==> config.mk <==
export PLATFORM = sky130hd
export DESIGN_NAME = dpsk_demod
export DESIGN_NICKNAME = d
export VERILOG_FILES = /design/src/rtl/dpsk_pkg.sv /design/src/rtl/dpsk_decider.sv /design/src/rtl/dpsk_err_stats.sv /design/src/rtl/dpsk_demod.sv
export SDC_FILE = /design/constraint.sdc
export NUM_CORES = 1
export LEC_CHECK = 0
export ABC_AREA = 1
export BUFFER_PORTS_ARGS = -buffer_cell sky130_fd_sc_hd__buf_4
export CAP_MARGIN = 20
export CORE_MARGIN = 2
export CORE_UTILIZATION = 30
export DETAILED_ROUTE_END_ITERATION = 12
export MAX_ROUTING_LAYER = met4
export PLACE_DENSITY_LB_ADDON = 0.05
export SYNTH_ARGS = -nofsm -noshare
export SYNTH_HDL_FRONTEND = slang
export SYNTH_SLANG_ARGS = --single-unit
==> constraint.sdc <==
create_clock -name clk -period 7.9 [get_ports clk]
set_input_delay 0.395 -clock clk [delete_from_list [all_inputs] [get_ports clk]]
set_output_delay 0.395 -clock clk [all_outputs]
set_load 0.01 [all_outputs]
==> src/rtl/dpsk_pkg.sv <==
package dpsk_pkg;
  typedef enum logic {
    MODE_DIFF = 1'b0,
    MODE_COH  = 1'b1
  } demod_mode_e;
endpackage

==> src/rtl/dpsk_decider.sv <==
module dpsk_decider
  import dpsk_pkg::*;
#(
  parameter int PH_W = 8
) (
  input  logic                   clk,
  input  logic                   rst_n,
  input  logic                   sym_strobe,
  input  logic [PH_W-1:0]        phase_raw,
  input  logic [PH_W-1:0]        phase_corr,
  input  logic                   lock,
  output logic                   bit_q,
  output logic                   bit_vld_q,
  output logic                   coh_q,
  output logic signed [PH_W-1:0] err_now
);
  localparam logic [PH_W-1:0] HALF_TURN = {1'b1, {(PH_W-1){1'b0}}};

  logic [PH_W-1:0] prev_q, prev_d;
  demod_mode_e     mode_q, mode_d;
  logic            bit_d, vld_d;
  logic [PH_W-1:0] diff_ph, dec_ph, folded;
  logic            dec_bit;

  // decision path
  always_comb begin
    diff_ph = phase_raw - prev_q;
    dec_ph  = (mode_q == MODE_COH) ? phase_corr : diff_ph;
    dec_bit = dec_ph[PH_W-1] ^ dec_ph[PH_W-2];
    folded  = dec_bit ? (dec_ph - HALF_TURN) : dec_ph;
    err_now = signed'(folded);
  end

  // next state, written out with the strobe as enable
  always_comb begin
    prev_d = prev_q;
    mode_d = mode_q;
    bit_d  = bit_q;
    vld_d  = sym_strobe;
    if (sym_strobe) begin
      prev_d = phase_raw;
      mode_d = lock ? MODE_COH : MODE_DIFF;
      bit_d  = dec_bit;
    end
  end

  always_ff @(posedge clk or negedge rst_n) begin
    if (!rst_n) begin
      prev_q    <= '0;
      mode_q    <= MODE_DIFF;
      bit_q     <= 1'b0;
      bit_vld_q <= 1'b0;
    end else begin
      prev_q    <= prev_d;
      mode_q    <= mode_d;
      bit_q     <= bit_d;
      bit_vld_q <= vld_d;
    end
  end

  assign coh_q = (mode_q == MODE_COH);

  assert_strobe_pulse_R2: assert property (@(posedge clk) disable iff (!rst_n)
    sym_strobe |=> bit_vld_q);
  assert_idle_no_pulse_R2: assert property (@(posedge clk) disable iff (!rst_n)
    !sym_strobe |=> !bit_vld_q);
  assert_mode_follows_lock_R5: assert property (@(posedge clk) disable iff (!rst_n)
    sym_strobe |=> (coh_q == $past(lock)));
  assert_mode_hold_R9: assert property (@(posedge clk) disable iff (!rst_n)
    !sym_strobe |=> $stable(coh_q));
  assert_bit_hold_R9: assert property (@(posedge clk) disable iff (!rst_n)
    !sym_strobe |=> $stable(bit_q));
endmodule

==> src/rtl/dpsk_err_stats.sv <==
module dpsk_err_stats #(
  parameter int PH_W     = 8,
  parameter int WIN_LOG2 = 4
) (
  input  logic                     clk,
  input  logic                     rst_n,
  input  logic                     err_vld,
  input  logic signed [PH_W-1:0]   err_in,
  output logic                     stat_vld_q,
  output logic signed [PH_W-1:0]   avg_q,
  output logic [2*PH_W-2:0]        var_q
);
  localparam int SUM_W = PH_W + WIN_LOG2;
  localparam int SQ_W  = 2*PH_W + WIN_LOG2;
  localparam int VAR_W = 2*PH_W - 1;
  localparam int PAD_W = SQ_W + 1 - 2*PH_W;
  localparam logic [VAR_W-1:0] VAR_MAX = VAR_W'(1) << (2*PH_W - 4);

  logic [WIN_LOG2-1:0]      cnt_q, cnt_d;
  logic signed [SUM_W-1:0]  sum_q, sum_d, sum_tot, avg_full;
  logic [SQ_W-1:0]          sq_q, sq_d, sq_tot, mean_sq;
  logic signed [2*PH_W-1:0] err_sq, avg_sq;
  logic signed [PH_W-1:0]   avg_n, avg_d;
  logic signed [SQ_W:0]     var_full;
  logic [VAR_W-1:0]         var_n, var_d;
  logic                     win_end, vld_d;

  always_comb begin
    win_end  = &cnt_q;
    err_sq   = err_in * err_in;
    sum_tot  = sum_q + SUM_W'(err_in);
    sq_tot   = sq_q + SQ_W'(unsigned'(err_sq));
    avg_full = sum_tot >>> WIN_LOG2;
    avg_n    = avg_full[PH_W-1:0];
    mean_sq  = sq_tot >> WIN_LOG2;
    avg_sq   = avg_n * avg_n;
    var_full = signed'({1'b0, mean_sq}) - signed'({{PAD_W{1'b0}}, unsigned'(avg_sq)});
    var_n    = (var_full < 0) ? '0 : var_full[VAR_W-1:0];
  end

  always_comb begin
    cnt_d = cnt_q;
    sum_d = sum_q;
    sq_d  = sq_q;
    avg_d = avg_q;
    var_d = var_q;
    vld_d = 1'b0;
    if (err_vld) begin
      cnt_d = cnt_q + 1'b1;
      if (win_end) begin
        sum_d = '0;
        sq_d  = '0;
        avg_d = avg_n;
        var_d = var_n;
        vld_d = 1'b1;
      end else begin
        sum_d = sum_tot;
        sq_d  = sq_tot;
      end
    end
  end

  always_ff @(posedge clk or negedge rst_n) begin
    if (!rst_n) begin
      cnt_q      <= '0;
      sum_q      <= '0;
      sq_q       <= '0;
      avg_q      <= '0;
      var_q      <= '0;
      stat_vld_q <= 1'b0;
    end else begin
      cnt_q      <= cnt_d;
      sum_q      <= sum_d;
      sq_q       <= sq_d;
      avg_q      <= avg_d;
      var_q      <= var_d;
      stat_vld_q <= vld_d;
    end
  end

  assert_stat_needs_symbol_R7: assert property (@(posedge clk) disable iff (!rst_n)
    stat_vld_q |-> $past(err_vld));
  assert_stat_single_R7: assert property (@(posedge clk) disable iff (!rst_n)
    stat_vld_q |=> !stat_vld_q);
  assert_stats_hold_R7: assert property (@(posedge clk) disable iff (!rst_n)
    !stat_vld_q |-> ($stable(avg_q) && $stable(var_q)));
  assert_var_bound_R8: assert property (@(posedge clk) disable iff (!rst_n)
    stat_vld_q |-> (var_q <= VAR_MAX));
endmodule

==> src/rtl/dpsk_demod.sv <==
module dpsk_demod #(
  parameter int PH_W     = 8,
  parameter int WIN_LOG2 = 4
) (
  input  logic                   clk,
  input  logic                   rst_n,
  input  logic                   sym_strobe,
  input  logic [PH_W-1:0]        phase_raw,
  input  logic [PH_W-1:0]        phase_corr,
  input  logic                   lock,
  output logic                   bit_out,
  output logic                   bit_valid,
  output logic                   coherent,
  output logic signed [PH_W-1:0] err_avg,
  output logic [2*PH_W-2:0]      err_var,
  output logic                   stat_valid
);
  logic signed [PH_W-1:0] sym_err;

  dpsk_decider #(.PH_W(PH_W)) i_decider (
    .clk        (clk),
    .rst_n      (rst_n),
    .sym_strobe (sym_strobe),
    .phase_raw  (phase_raw),
    .phase_corr (phase_corr),
    .lock       (lock),
    .bit_q      (bit_out),
    .bit_vld_q  (bit_valid),
    .coh_q      (coherent),
    .err_now    (sym_err)
  );

  dpsk_err_stats #(.PH_W(PH_W), .WIN_LOG2(WIN_LOG2)) i_stats (
    .clk        (clk),
    .rst_n      (rst_n),
    .err_vld    (sym_strobe),
    .err_in     (sym_err),
    .stat_vld_q (stat_valid),
    .avg_q      (err_avg),
    .var_q      (err_var)
  );

  assert_stat_with_bit_R7: assert property (@(posedge clk) disable iff (!rst_n)
    stat_valid |-> bit_valid);
endmodule

# Word-level counts from Yosys, hierarchy flattened
# Cells that the tools add are included.
[totals] register_bits=71 latchBits=0 mem_bits_rw=0 mem_bits_ro=0 inputBits=20 out_inout_bits=27 memories=0
[classes] n_addsub=6 n_mul=2 div_mod_pow=0 n_lt_le_gt_ge=1 eq_ne=0 shift=0 mux=8 bitwise=1 n_reduce_logical=2
[ops] operator="8-bit by 8-bit multiplier with 16-bit output" count=2
[ops] operator="20-bit by 16-bit adder with 20-bit output" count=1
[ops] operator="20-bit 2-to-1 mux" count=1
[ops] operator="17-bit by 1-bit less-than comparator with 1-bit output (second input constant)" count=1
[ops] operator="16-bit by 16-bit subtractor with 17-bit output" count=1
[ops] operator="8-bit 2-to-1 mux" count=2
[ops] operator="15-bit 2-to-1 mux" count=1
[ops] operator="12-bit by 8-bit adder with 12-bit output" count=1
[ops] operator="12-bit 2-to-1 mux" count=1
[ops] operator="8-bit subtractor" count=1
[ops] operator="8-bit subtractor (second input constant)" count=1
[ops] operator="5-bit AND reduction" count=1
[ops] operator="4-bit by 1-bit adder with 4-bit output (second input constant)" count=1
[ops] operator="4-bit AND reduction" count=1
[ops] operator="1-bit 2-to-1 mux" count=3
[ops] operator="1-bit bitwise XOR" count=1

# Depth between registers and ports, before layout
# Gate-level depths: netlist of the first run.
[logic_depth] ltp_word=9 depth_mapped=48

# Cells and area by module
# Synthesis of the first run repeated with hierarchy kept, for this count alone.
[unflattened] hier_cells=1215 area_unflattened_um2=9416.5
[modules_own_cells] mod="dpsk_err_stats" n_inst=1 cells_per_inst=1093 area_per_inst_um2=8529.4 seq_area_each_um2=1501.4
[modules_own_cells] mod="dpsk_decider" n_inst=1 cells_per_inst=122 area_per_inst_um2=887.1 seq_area_each_um2=275.3

# Worst setup path before layout of the first run
# Ideal clock, no wire load.
[synth_path] path_kind="in2reg" start="input phase_raw[0]" end="register i_stats.var_q[10]" t_arrival_ns=7.802 required_time_ns=7.777 setup_slack_ns=-0.026 stages=43 path_cell_list="inv_1 ha_1 inv_1 fa_1 inv_1 o21ai_0 clkinv_1 fa_1 nand3b_1 nand2_1 a21o_1 nand2_2 nand2_1 o21ai_1 nand2_1 nand2_1 buf_2 nor2_1 [... 7 more ...] inv_1 ha_1 nand2_1 nor3_1 a21oi_1 o21ai_0 nand2_1 a21boi_0 nor2_1 nand2_1 nand2_1 ha_1 a21oi_1 o21ai_0 a21oi_1 a21oi_4 inv_2 o21ai_1"
[synth_via] elab_chain_cells=9
[synth_lines] element="from (decl)" line_no="dpsk_demod.sv:8" source="input logic [PH_W-1:0] phase_raw,"
[synth_lines] element="8-bit subtractor *" line_no="dpsk_decider.sv:27" source="diff_ph = phase_raw - prev_q;"
[synth_lines] element="8-bit 2-to-1 mux *" line_no="dpsk_decider.sv:28" source="dec_ph = (mode_q == MODE_COH) ? phase_corr : diff_ph;"
[synth_lines] element="8-bit subtractor / 1-bit bitwise XOR (equally long branches)" line_no="dpsk_decider.sv:30, dpsk_decider.sv:29"
[synth_lines] element="8-bit 2-to-1 mux *" line_no="dpsk_decider.sv:30" source="folded = dec_bit ? (dec_ph - HALF_TURN) : dec_ph;"
[synth_lines] element="8-bit by 8-bit multiplier with 16-bit output / 12-bit by 8-bit adder with 12-bit output (equally long branches)" line_no="dpsk_err_stats.sv:30, dpsk_err_stats.sv:31"
[synth_lines] element="20-bit by 16-bit adder with 20-bit output / 8-bit by 8-bit multiplier with 16-bit output (equally long branches)" line_no="dpsk_err_stats.sv:32, dpsk_err_stats.sv:36"
[synth_lines] element="16-bit by 16-bit subtractor with 17-bit output *" line_no="dpsk_err_stats.sv:37" source="var_full = signed'({1'b0, mean_sq}) - signed'({{PAD_W{1'b0}}, unsigned'(avg_sq)});"
[synth_lines] element="17-bit by 1-bit less-than comparator with 1-bit output" line_no="dpsk_err_stats.sv:38" source="var_n = (var_full < 0) ? '0 : var_full[VAR_W-1:0];"
[synth_lines] element="15-bit 2-to-1 mux *" line_no="dpsk_err_stats.sv:38"
[synth_lines] element="to (signal assigned)" line_no="dpsk_err_stats.sv:76" source="var_q <= var_d;"
[synth_lines] element="to (decl)" line_no="dpsk_err_stats.sv:11" source="output logic [2*PH_W-2:0] var_q"
# Mark *: on every way between the ends. The rest lies on a longest branch, timed or not.
# A chain may end at the register's enable or synchronous reset.

# Worst setup path in the final report of the first run
[layout_path] start="register i_decider.prev_q[0]" end="register i_stats.var_q[13]"
[layout_via] elab_chain_cells=9
[layout_lines] element="from (decl)" line_no="dpsk_decider.sv:19" source="logic [PH_W-1:0] prev_q, prev_d;"
[layout_lines] element="from (signal assigned)" line_no="dpsk_decider.sv:54" source="prev_q <= prev_d;"
[layout_lines] element="8-bit subtractor *" line_no="dpsk_decider.sv:27"
[layout_lines] element="8-bit 2-to-1 mux *" line_no="dpsk_decider.sv:28"
[layout_lines] element="8-bit subtractor / 1-bit bitwise XOR (equally long branches)" line_no="dpsk_decider.sv:30, dpsk_decider.sv:29"
[layout_lines] element="8-bit 2-to-1 mux *" line_no="dpsk_decider.sv:30"
[layout_lines] element="8-bit by 8-bit multiplier with 16-bit output / 12-bit by 8-bit adder with 12-bit output (equally long branches)" line_no="dpsk_err_stats.sv:30, dpsk_err_stats.sv:31"
[layout_lines] element="20-bit by 16-bit adder with 20-bit output / 8-bit by 8-bit multiplier with 16-bit output (equally long branches)" line_no="dpsk_err_stats.sv:32, dpsk_err_stats.sv:36"
[layout_lines] element="16-bit by 16-bit subtractor with 17-bit output *" line_no="dpsk_err_stats.sv:37"
[layout_lines] element="17-bit by 1-bit less-than comparator with 1-bit output" line_no="dpsk_err_stats.sv:38"
[layout_lines] element="15-bit 2-to-1 mux *" line_no="dpsk_err_stats.sv:38"
# Marks and branches as above.

==> results of run 1 <==
-- cell type report --
class / count / share of cell area
multi-input combinational: 858 / 0.5569
timing repair buffer: 280 / 0.1667
sequential: 71 / 0.1376
inverter: 255 / 0.07461
tap: 396 / 0.03837
clock buffer: 9 / 0.01744
clock inverter: 7 / 0.007945
timing repair inverter: 1 / 0.0004845
-- placed cells by master (no fill, tap or decap), types with 14 or more instances in the layout --
cell | netlist | final
xor2_1 | 32 | 29
nand3_1 | 42 | 36
a21oi_1 | 66 | 45
ha_4 | 0 | 18
nor2_2 | 1 | 14
o21ai_1 | 22 | 25
nand2_2 | 8 | 27
buf_4 | 1 | 271
o21ai_0 | 57 | 45
inv_2 | 2 | 22
a21oi_2 | 2 | 20
nor2_1 | 93 | 71
fa_1 | 94 | 89
xnor2_1 | 30 | 28
dfrtp_1 | 71 | 71
nand2_1 | 231 | 210
inv_1 | 251 | 230
ha_1 | 103 | 83
-- final timing paths --
kind                                endpoint                 from  slack, ns  cells past startpoint
setup reg to reg           i_stats.var_q[13]  i_decider.prev_q[0]       0.19                     48
setup / recovery           i_stats.var_q[13]  i_decider.prev_q[0]       0.19                     48
min in group asynchronous   i_stats.avg_q[2]                rst_n       0.46                      2
hold / removal               i_decider.coh_q                 lock       0.25                      3
max in group asynchronous    i_stats.sq_q[6]                rst_n       6.37                      3
hold reg to reg             i_stats.var_q[5]     i_stats.var_q[5]       0.48                      2
-- per-layer routing --
layer | vias to the layer above | wire [um] | global-route usage
met2 | 53 | 12330 | 0.2840
met3 | 15 | 570 | 0.01576
met5 | - | 0 | -
met1 | 3998 | 13040 | 0.2361
li1 | 4289 | - | -
met4 | 0 | 250 | 0.03613
-- logic make-up (layout without fill, tap and decap cells) --
logic type / count (synthesis) / after routing / synth area share
DFF: 71 / 71 / 0.1904
xor gates and xnor gates: 63 / 63 / 0.05994
and+or+nand+nor: 412 / 412 / 0.1855
AOI/OAI and AO/OA: 186 / 186 / 0.1133
buffers and inverters: 272 / 552 / 0.1110
adders and majority gates: 197 / 197 / 0.3398
-- sequential cells by signal (all words and copies together) (netlist names) --
name	flops
i_stats.stat_vld_q	1
i_stats.sq_q	20
i_decider.prev_q	8
i_stats.var_q	15
i_stats.cnt_q	4
i_decider.bit_q	1
i_decider.bit_vld_q	1
i_decider.coh_q	1
i_stats.sum_q	12
i_stats.avg_q	8
-- synth_stat cells, types with 3 or more instances --
| library cell | n | area [um2] |
|---|---|---|
| nand2_2 | 8 | 50.05 |
| o21ai_0 | 57 | 285.3 |
| ha_1 | 103 | 1289 |
| xor2_1 | 32 | 280.3 |
| nand4_1 | 9 | 56.30 |
| and2_1 | 4 | 25.02 |
| nor3_1 | 4 | 20.02 |
| or2_2 | 7 | 43.79 |
| fa_1 | 94 | 1882 |
| o21ai_1 | 22 | 110.1 |
| o21ai_2 | 3 | 26.28 |
| a31oi_1 | 4 | 25.02 |
| nor2_1 | 93 | 349.1 |
| xnor2_1 | 30 | 262.8 |
| buf_2 | 3 | 15.01 |
| a21oi_1 | 66 | 330.3 |
| nand3_1 | 42 | 210.2 |
| or2_1 | 4 | 25.02 |
| nand3b_1 | 3 | 22.52 |
| clkbuf_1 | 12 | 45.04 |
| a22o_1 | 7 | 61.31 |
| a21o_1 | 8 | 60.06 |
| nand2_1 | 231 | 867.1 |
| o21bai_1 | 6 | 45.04 |
| inv_1 | 251 | 942.2 |
| dfrtp_1 | 71 | 1777 |
-- worst min-delay path, cell delays in order --
cell,delay (ns)
buf_4,0.07
nand2_1,0.04
o21ai_0,0.06
-- timing repair --
item | CTS | global route
hold buffers | 1 | 0
pin swaps | 12 | 96
buffers inserted | 3 | 14
setup endpoints to repair | 15 | 15
endpoints found under the hold margin | 19 | 0
gates resized for setup | 28 | 154
cloned | 0 | 1
-- through the flow --
step | setup WS, ns | instance area (um2) | hold WS [ns] | cells
final | 0.1936 | 12910 | 0.2504 | 1877
after global routing | -0.2789 | 12910 | 0.2585 | 1877
after CTS | 0.008718 | 12200 | 0.2384 | 1863
after detailed placement | -0.4205 | 11720 | 0.3119 | 1843
after global placement | -0.4688 | 11720 | 0.3069 | 1843
after floorplan | 0.04759 | 9331 | 0.09941 | 1201
==> flow_summary.ini, run 1 <==
[detailed_routing]
vias_per_cell = 4.451
vias = 8355
first_pass_iters = 4
wl_per_cell_um = 13.96
ant_nets = 0
first_iter_violations = 279
wl_um = 26200
remaining_drc_errors = 0

[die]
die_w_um = 180.4
floorplan.core_area_mm2 = 0.03059
fp.dieArea_mm2 = 0.03253
io-pin-count = 47
std_cell_rows = 64
start_util = 0.3050
dieHeight_um = 180.4

[global_routing]
grt_pass1_vias = 8670
grt_usage = 0.1740
antenna_found_initial = 0
grt_max_degree = 53
grt_pass1_wl_um = 44190
grt_overflow = 0

[clock_network]
clk_latency_ns = 0.36
cts_tree = built
clk_pin_slew_ns = 0.07
h-tree-depth = 3
numCtsBuffers = 9
cts.sinks = 71
clockBufferDepth = 2
clockRootBuffer = clkbuf_16

[min_path]
hp-class = primary input to register

[worst_setup_path]
cp-start-kind = register
crit_top_cell = nand2_1
cp_slowest_stage_delay_ns = 0.52
crit_family = adder cells
crit_buf_inv = 11
cp_slowest_cell = fa_1
crit_arrival_ns = 7.96
setup.worst_path.end_class = register
critical_path_class = register to register
crit_path_max_fanout = 6
critPathRequiredTime_ns = 8.15

[outcome]
outcome = complete, no violations

[timing]
finalHoldViolations = 0
fin_worst_skew_ns = 0.01147
fmax_mhz = 129.8
period_share = 0.9755
finalSetupViolCount = 0
period_minus_slack_ns = 7.706
worst_pin_slew_ns = 0.7634
relSlewSlack = 0.4911
rsz0062_at_grt = true
final.setup.tns_ns = 0
final-max-slew-violation-count = 0

[synthesis]
synthCells = 1201
synth.distinct_cells = 46
synth_warnings = 0
netlist_area_mm2 = 0.009330
syn_area_per_cell_um2 = 7.769
synth_async_sr_flop_share = 1.000
synth_seq_area_share = 0.1904
synthFlopType = dfrtp_1
synth-edff-count = 0
syn_nets = 1418
synth-seq-cells = 71

[cells_and_area]
multiInputGateArea_mm2 = 0.007192
drive_above_1_share = 0.3147
area_delta_synth_final_pct = 38.41
fillers = 3232
n_antenna_cell = 0
seqCellArea_mm2 = 0.001777
finalCoreUtilization = 0.4222
nets = 1693

[run]
drv_cap = 0

[placement]
gp_congestion = 0.8214
hpwl_um = 21640
buffer_ports.inserted = 46
Power of run 1 is not shown: default switching activity piles up to over one toggle a cycle in this logic, so the estimate is an artifact.
==> run 2: changes to the inputs <==
- CELL_PAD_IN_SITES_DETAIL_PLACEMENT: default -> 1
- CELL_PAD_IN_SITES_GLOBAL_PLACEMENT: default -> 1
==> run 2 against run 1 <==
Fmax decreased by 0.35%. Sequential share of layout area decreased by 0.13 points. Core utilization increased by 0.41 points. Clock-buffer cell count increased by 2. Die area unchanged. Register-to-register slack got worse by 0.03 ns. Wire length increased by 8.8%. Largest cell class unchanged. Highest routed layer unchanged.
==> flow_summary.ini, run 2 (synthesis gave the netlist of run 1 again) <==
[die]
std_cell_rows = 64
floorplan.core_area_mm2 = 0.03059
dieHeight_um = 180.4
start_util = 0.3050
io-pin-count = 47
die_w_um = 180.4
fp.dieArea_mm2 = 0.03253

[placement]
buffer_ports.inserted = 46
hpwl_um = 23440
gp_congestion = 0.8232

[detailed_routing]
first_iter_violations = 180
vias = 8469
remaining_drc_errors = 0
wl_per_cell_um = 15.09
ant_nets = 0
first_pass_iters = 4
vias_per_cell = 4.486
wl_um = 28490

[cells_and_area]
fillers = 3721
largest_register_ffs = 20
layout.cells.most_common_list = 285 x buf_4, 231 x inv_1, 209 x nand2_1
n_antenna_cell = 0
top_regs = i_stats.sq_q x20, i_stats.var_q x15, i_stats.sum_q x12
nets = 1704
area_delta_synth_final_pct = 39.75
multiInputGateArea_mm2 = 0.007269
regMostFlops = i_stats.sq_q
drive_above_1_share = 0.3217
layout_commonest_cell = buf_4
seqCellArea_mm2 = 0.001777
finalCoreUtilization = 0.4263

[clock_network]
clk_pin_slew_ns = 0.08
clockRootBuffer = clkbuf_16
numCtsBuffers = 9
clockBufferDepth = 2
cts.sinks = 71
h-tree-depth = 3
clk_latency_ns = 0.37
cts_tree = built

[worst_setup_path]
critPathRequiredTime_ns = 8.20
crit_path_max_fanout = 7
setup.worst_path.end_class = register
cp_slowest_stage_delay_ns = 0.53
critical_path_class = register to register
cp-start-kind = register
cp_slowest_cell = fa_1
crit_arrival_ns = 8.03

[timing]
period_minus_slack_ns = 7.733
final-max-slew-violation-count = 0
finalSetupViolCount = 0
relSlewSlack = 0.4161
fmax_mhz = 129.3
rsz0062_at_grt = true
worst_pin_slew_ns = 0.8758
period_share = 0.9789
finalHoldViolations = 0
fin_worst_skew_ns = 0.01823

[global_routing]
antenna_found_initial = 0
grt_overflow = 0
grt_max_degree = 61
grt_pass1_wl_um = 48330
grt_usage = 0.1913
grt_pass1_vias = 9390

[outcome]
outcome = complete, no violations

[run]
drv_cap = 0

[min_path]
hp-class = primary input to register
-- run 2: final cells by class --
class / count / area share
inverter: 255 / 0.07389
multi-input combinational: 859 / 0.5575
sequential: 71 / 0.1363
timing repair buffer: 291 / 0.1701
tap: 396 / 0.03800
clock buffer: 11 / 0.01938
clock inverter: 5 / 0.004798
-- run 2: timing repair --
item,4_1_cts,5_1_grt
pin swaps,48,62
hold endpoints to repair,11,0
resized for setup,93,99
hold buffers,1,0
setup endpoints to repair,15,15
setup buffers,11,8
gates cloned,0,1
-- run 2: final timing paths --
kind | start | end | slack [ns] | cells past startpoint
max | i_decider.prev_q[0] | i_stats.var_q[11] | 0.17 | 44
min | phase_raw[7] | i_decider.prev_q[7] | 0.26 | 3
max reg2reg | i_decider.prev_q[0] | i_stats.var_q[11] | 0.17 | 44
min reg2reg | i_stats.var_q[7] | i_stats.var_q[7] | 0.49 | 2
max in group asynchronous | rst_n | i_stats.var_q[4] | 6.35 | 3
min in group asynchronous | rst_n | i_decider.prev_q[5] | 0.44 | 2
-- run 2: critical path, delay by kind of cell (launching register included) --
kind	cells	cell delay [ns]
fa+ha+maj	9	3.24
simple gates	18	2.10
buf+inv	10	0.89
compound gates	6	0.86
flops	1	0.37
xor+xnor	1	0.21
-- run 2: stage by stage --
stage          setup slack [ns]  instance area (um2)  hold slack (ns)  std cells   TNS [ns]
2_1_floorplan           0.04759                 9331          0.09941       1201          0
3_3_place_gp            -0.5466                11780           0.2587       1851     -7.563
3_5_place_dp            -0.6147                11780           0.2537       1851     -8.381
4_1_cts               -0.006589                12540           0.2433       1879  -0.006589
5_1_grt                 -0.3099                13040           0.2706       1888     -4.134
6_report                 0.1666                13040           0.2565       1888          0
-- run 2: per-layer routing --
metal,global-route usage,routed length [um],part of all wire,up-vias
met1,0.2486,13770,0.48,4106
met3,0.01455,395,0.014,17
met5,-,0,0,-
met4,0.04258,335,0.012,0
met2,0.3263,13990,0.49,32
li1,-,-,-,4314
Power of run 2 is left out for the same reason.
==> run 3: changes to the inputs <==
- CORE_UTILIZATION: 30 -> 48
- clock period: 7.9 -> 8.7 ns (I/O delays scaled with it)
==> run 3 against run 2 <==
The run now ends with hold timing left. Via count fell by 5.5%. Cell count fell by 19%. Critical path depth rose by 3.
==> flow_summary.ini, run 3 (synthesis gave the netlist of run 1 again) <==
[outcome]
outcome = complete, but fails checks
violations = hold timing

[cells_and_area]
fillers = 2398
layout.cells.most_common_list = 250 x inv_1, 230 x nand2_1, 100 x ha_1
fin_area_mm2 = 0.01063
n_antenna_cell = 0
multiInputGateArea_mm2 = 0.006653
seqCellArea_mm2 = 0.001777
top_regs = i_stats.sq_q x20, i_stats.var_q x15, i_stats.sum_q x12
finalCoreUtilization = 0.5628
drive_above_1_share = 0.1152
layout_commonest_cell = inv_1
regMostFlops = i_stats.sq_q
area_delta_synth_final_pct = 13.97
largest_register_ffs = 20
nets = 1489

[clock_network]
hold_buffers = 0
clockRootBuffer = clkbuf_16
clk_latency_ns = 0.35
clockBufferDepth = 2
h-tree-depth = 3
cts.sinks = 71
cts_tree = built
numCtsBuffers = 9
clk_pin_slew_ns = 0.06

[worst_setup_path]
cp-start-kind = register
ff2ff_path_depth = 47
path_depth = 47
crit_top_cell = nand2_1
crit_arrival_ns = 8.42
setup.worst_path.end_class = register
r2r_start = i_decider.prev_q[2]
crit_path_max_fanout = 6
critPathRequiredTime_ns = 8.98
cp_slowest_cell = fa_1
rr_endpoint = i_stats.var_q[11]
crit_family = adder cells
cp_slowest_stage_delay_ns = 0.56
critical_path_class = register to register
r2r_slack_ns = 0.56
crit_buf_inv = 12

[die]
fp.dieArea_mm2 = 0.02057
dieHeight_um = 143.4
start_util = 0.4938
floorplan.core_area_mm2 = 0.01889
std_cell_rows = 50
die_w_um = 143.4
io-pin-count = 47

[timing]
fmax_mhz = 122.9
worst_pin_slew_ns = 0.5943
finalHoldViolations = 3
final-max-slew-violation-count = 0
period_share = 0.9356
fin_worst_skew_ns = 0.01369
holdWs_ns = -0.007323
relSlewSlack = 0.6009
period_minus_slack_ns = 8.140
finalSetupViolCount = 0

[placement]
buffer_ports.inserted = 46
hpwl_um = 20350
gp_congestion = 0.8743
place_area_mm2 = 0.01011

[detailed_routing]
vias_per_cell = 5.212
first_pass_iters = 4
vias = 8006
wl_per_cell_um = 16.49
ant_nets = 0
remaining_drc_errors = 0
first_iter_violations = 284
wl_um = 25330

[run]
drv_cap = 0

[global_routing]
grt_overflow = 0
grt_usage = 0.2676
antenna_found_initial = 0
grt_pass1_vias = 8729
grt_pass1_wl_um = 42090
grt_max_degree = 72

[min_path]
hp-class = primary input to async pin
run 3: cell count changes in the layout (fill, tap and decap cells not counted), moves of 16 or more:
cell     delta
a21oi_2    -16
nand2_2    -19
buf_4     -211
a21oi_1    +20
inv_2      -18
nor2_1     +17
nand2_1    +21
inv_1      +19
ha_1       +16
run 3: per-stage QoR:
stage | setup WS, ns | hold slack (ns) | setup TNS (ns) | instances
final | 0.5600 | -0.007323 | 0 | 1536
after global routing | -0.06378 | 0.006933 | -0.5785 | 1536
after CTS | 0.1026 | 0.3011 | 0 | 1530
after detailed placement | -0.1176 | 0.4676 | -0.8496 | 1515
after global placement | 0.2615 | 0.4661 | 0 | 1515
after floorplan | 0.7343 | 0.1394 | 0 | 1201
run 3: worst max path at each step:
| stage | slack [ns] | endpoint | start |
|---|---|---|---|
| 4_1_cts | 0.10 | i_stats.var_q[4] | i_decider.prev_q[0] |
| 2_1_floorplan | 0.73 | i_stats.var_q[10] | phase_raw[0] |
| 6_report | 0.56 | i_stats.var_q[11] | i_decider.prev_q[2] |
| 3_5_place_dp | -0.12 | i_stats.var_q[10] | phase_raw[0] |
| 5_1_grt | -0.06 | i_stats.var_q[9] | i_decider.prev_q[5] |
| 3_3_place_gp | 0.26 | i_stats.var_q[10] | phase_raw[0] |
run 3: metal layers:
layer / global-route usage / share of wire / up-vias
met5: - / 0 / -
met4: 0.03818 / 0.013 / 0
met3: 0.03032 / 0.024 / 28
met2: 0.4815 / 0.51 / 101
met1: 0.3322 / 0.45 / 3989
li1: - / - / 3888
run 3: repair_timing:
| action | in CTS | in global routing |
|---|---|---|
| hold endpoints to repair | 0 | 0 |
| setup endpoints to repair | 0 | 15 |
| resized for setup | 0 | 37 |
| setup buffers | 0 | 5 |
run 3: layout make-up:
class,count,area share
clock inverters,5,0.007883
flip-flops and latches,71,0.1671
inverters,255,0.09036
repair buffers,77,0.05695
clock buffers,10,0.02153
well taps,260,0.03059
multi-input cells,858,0.6256
Power of run 3 is left out for the same reason.
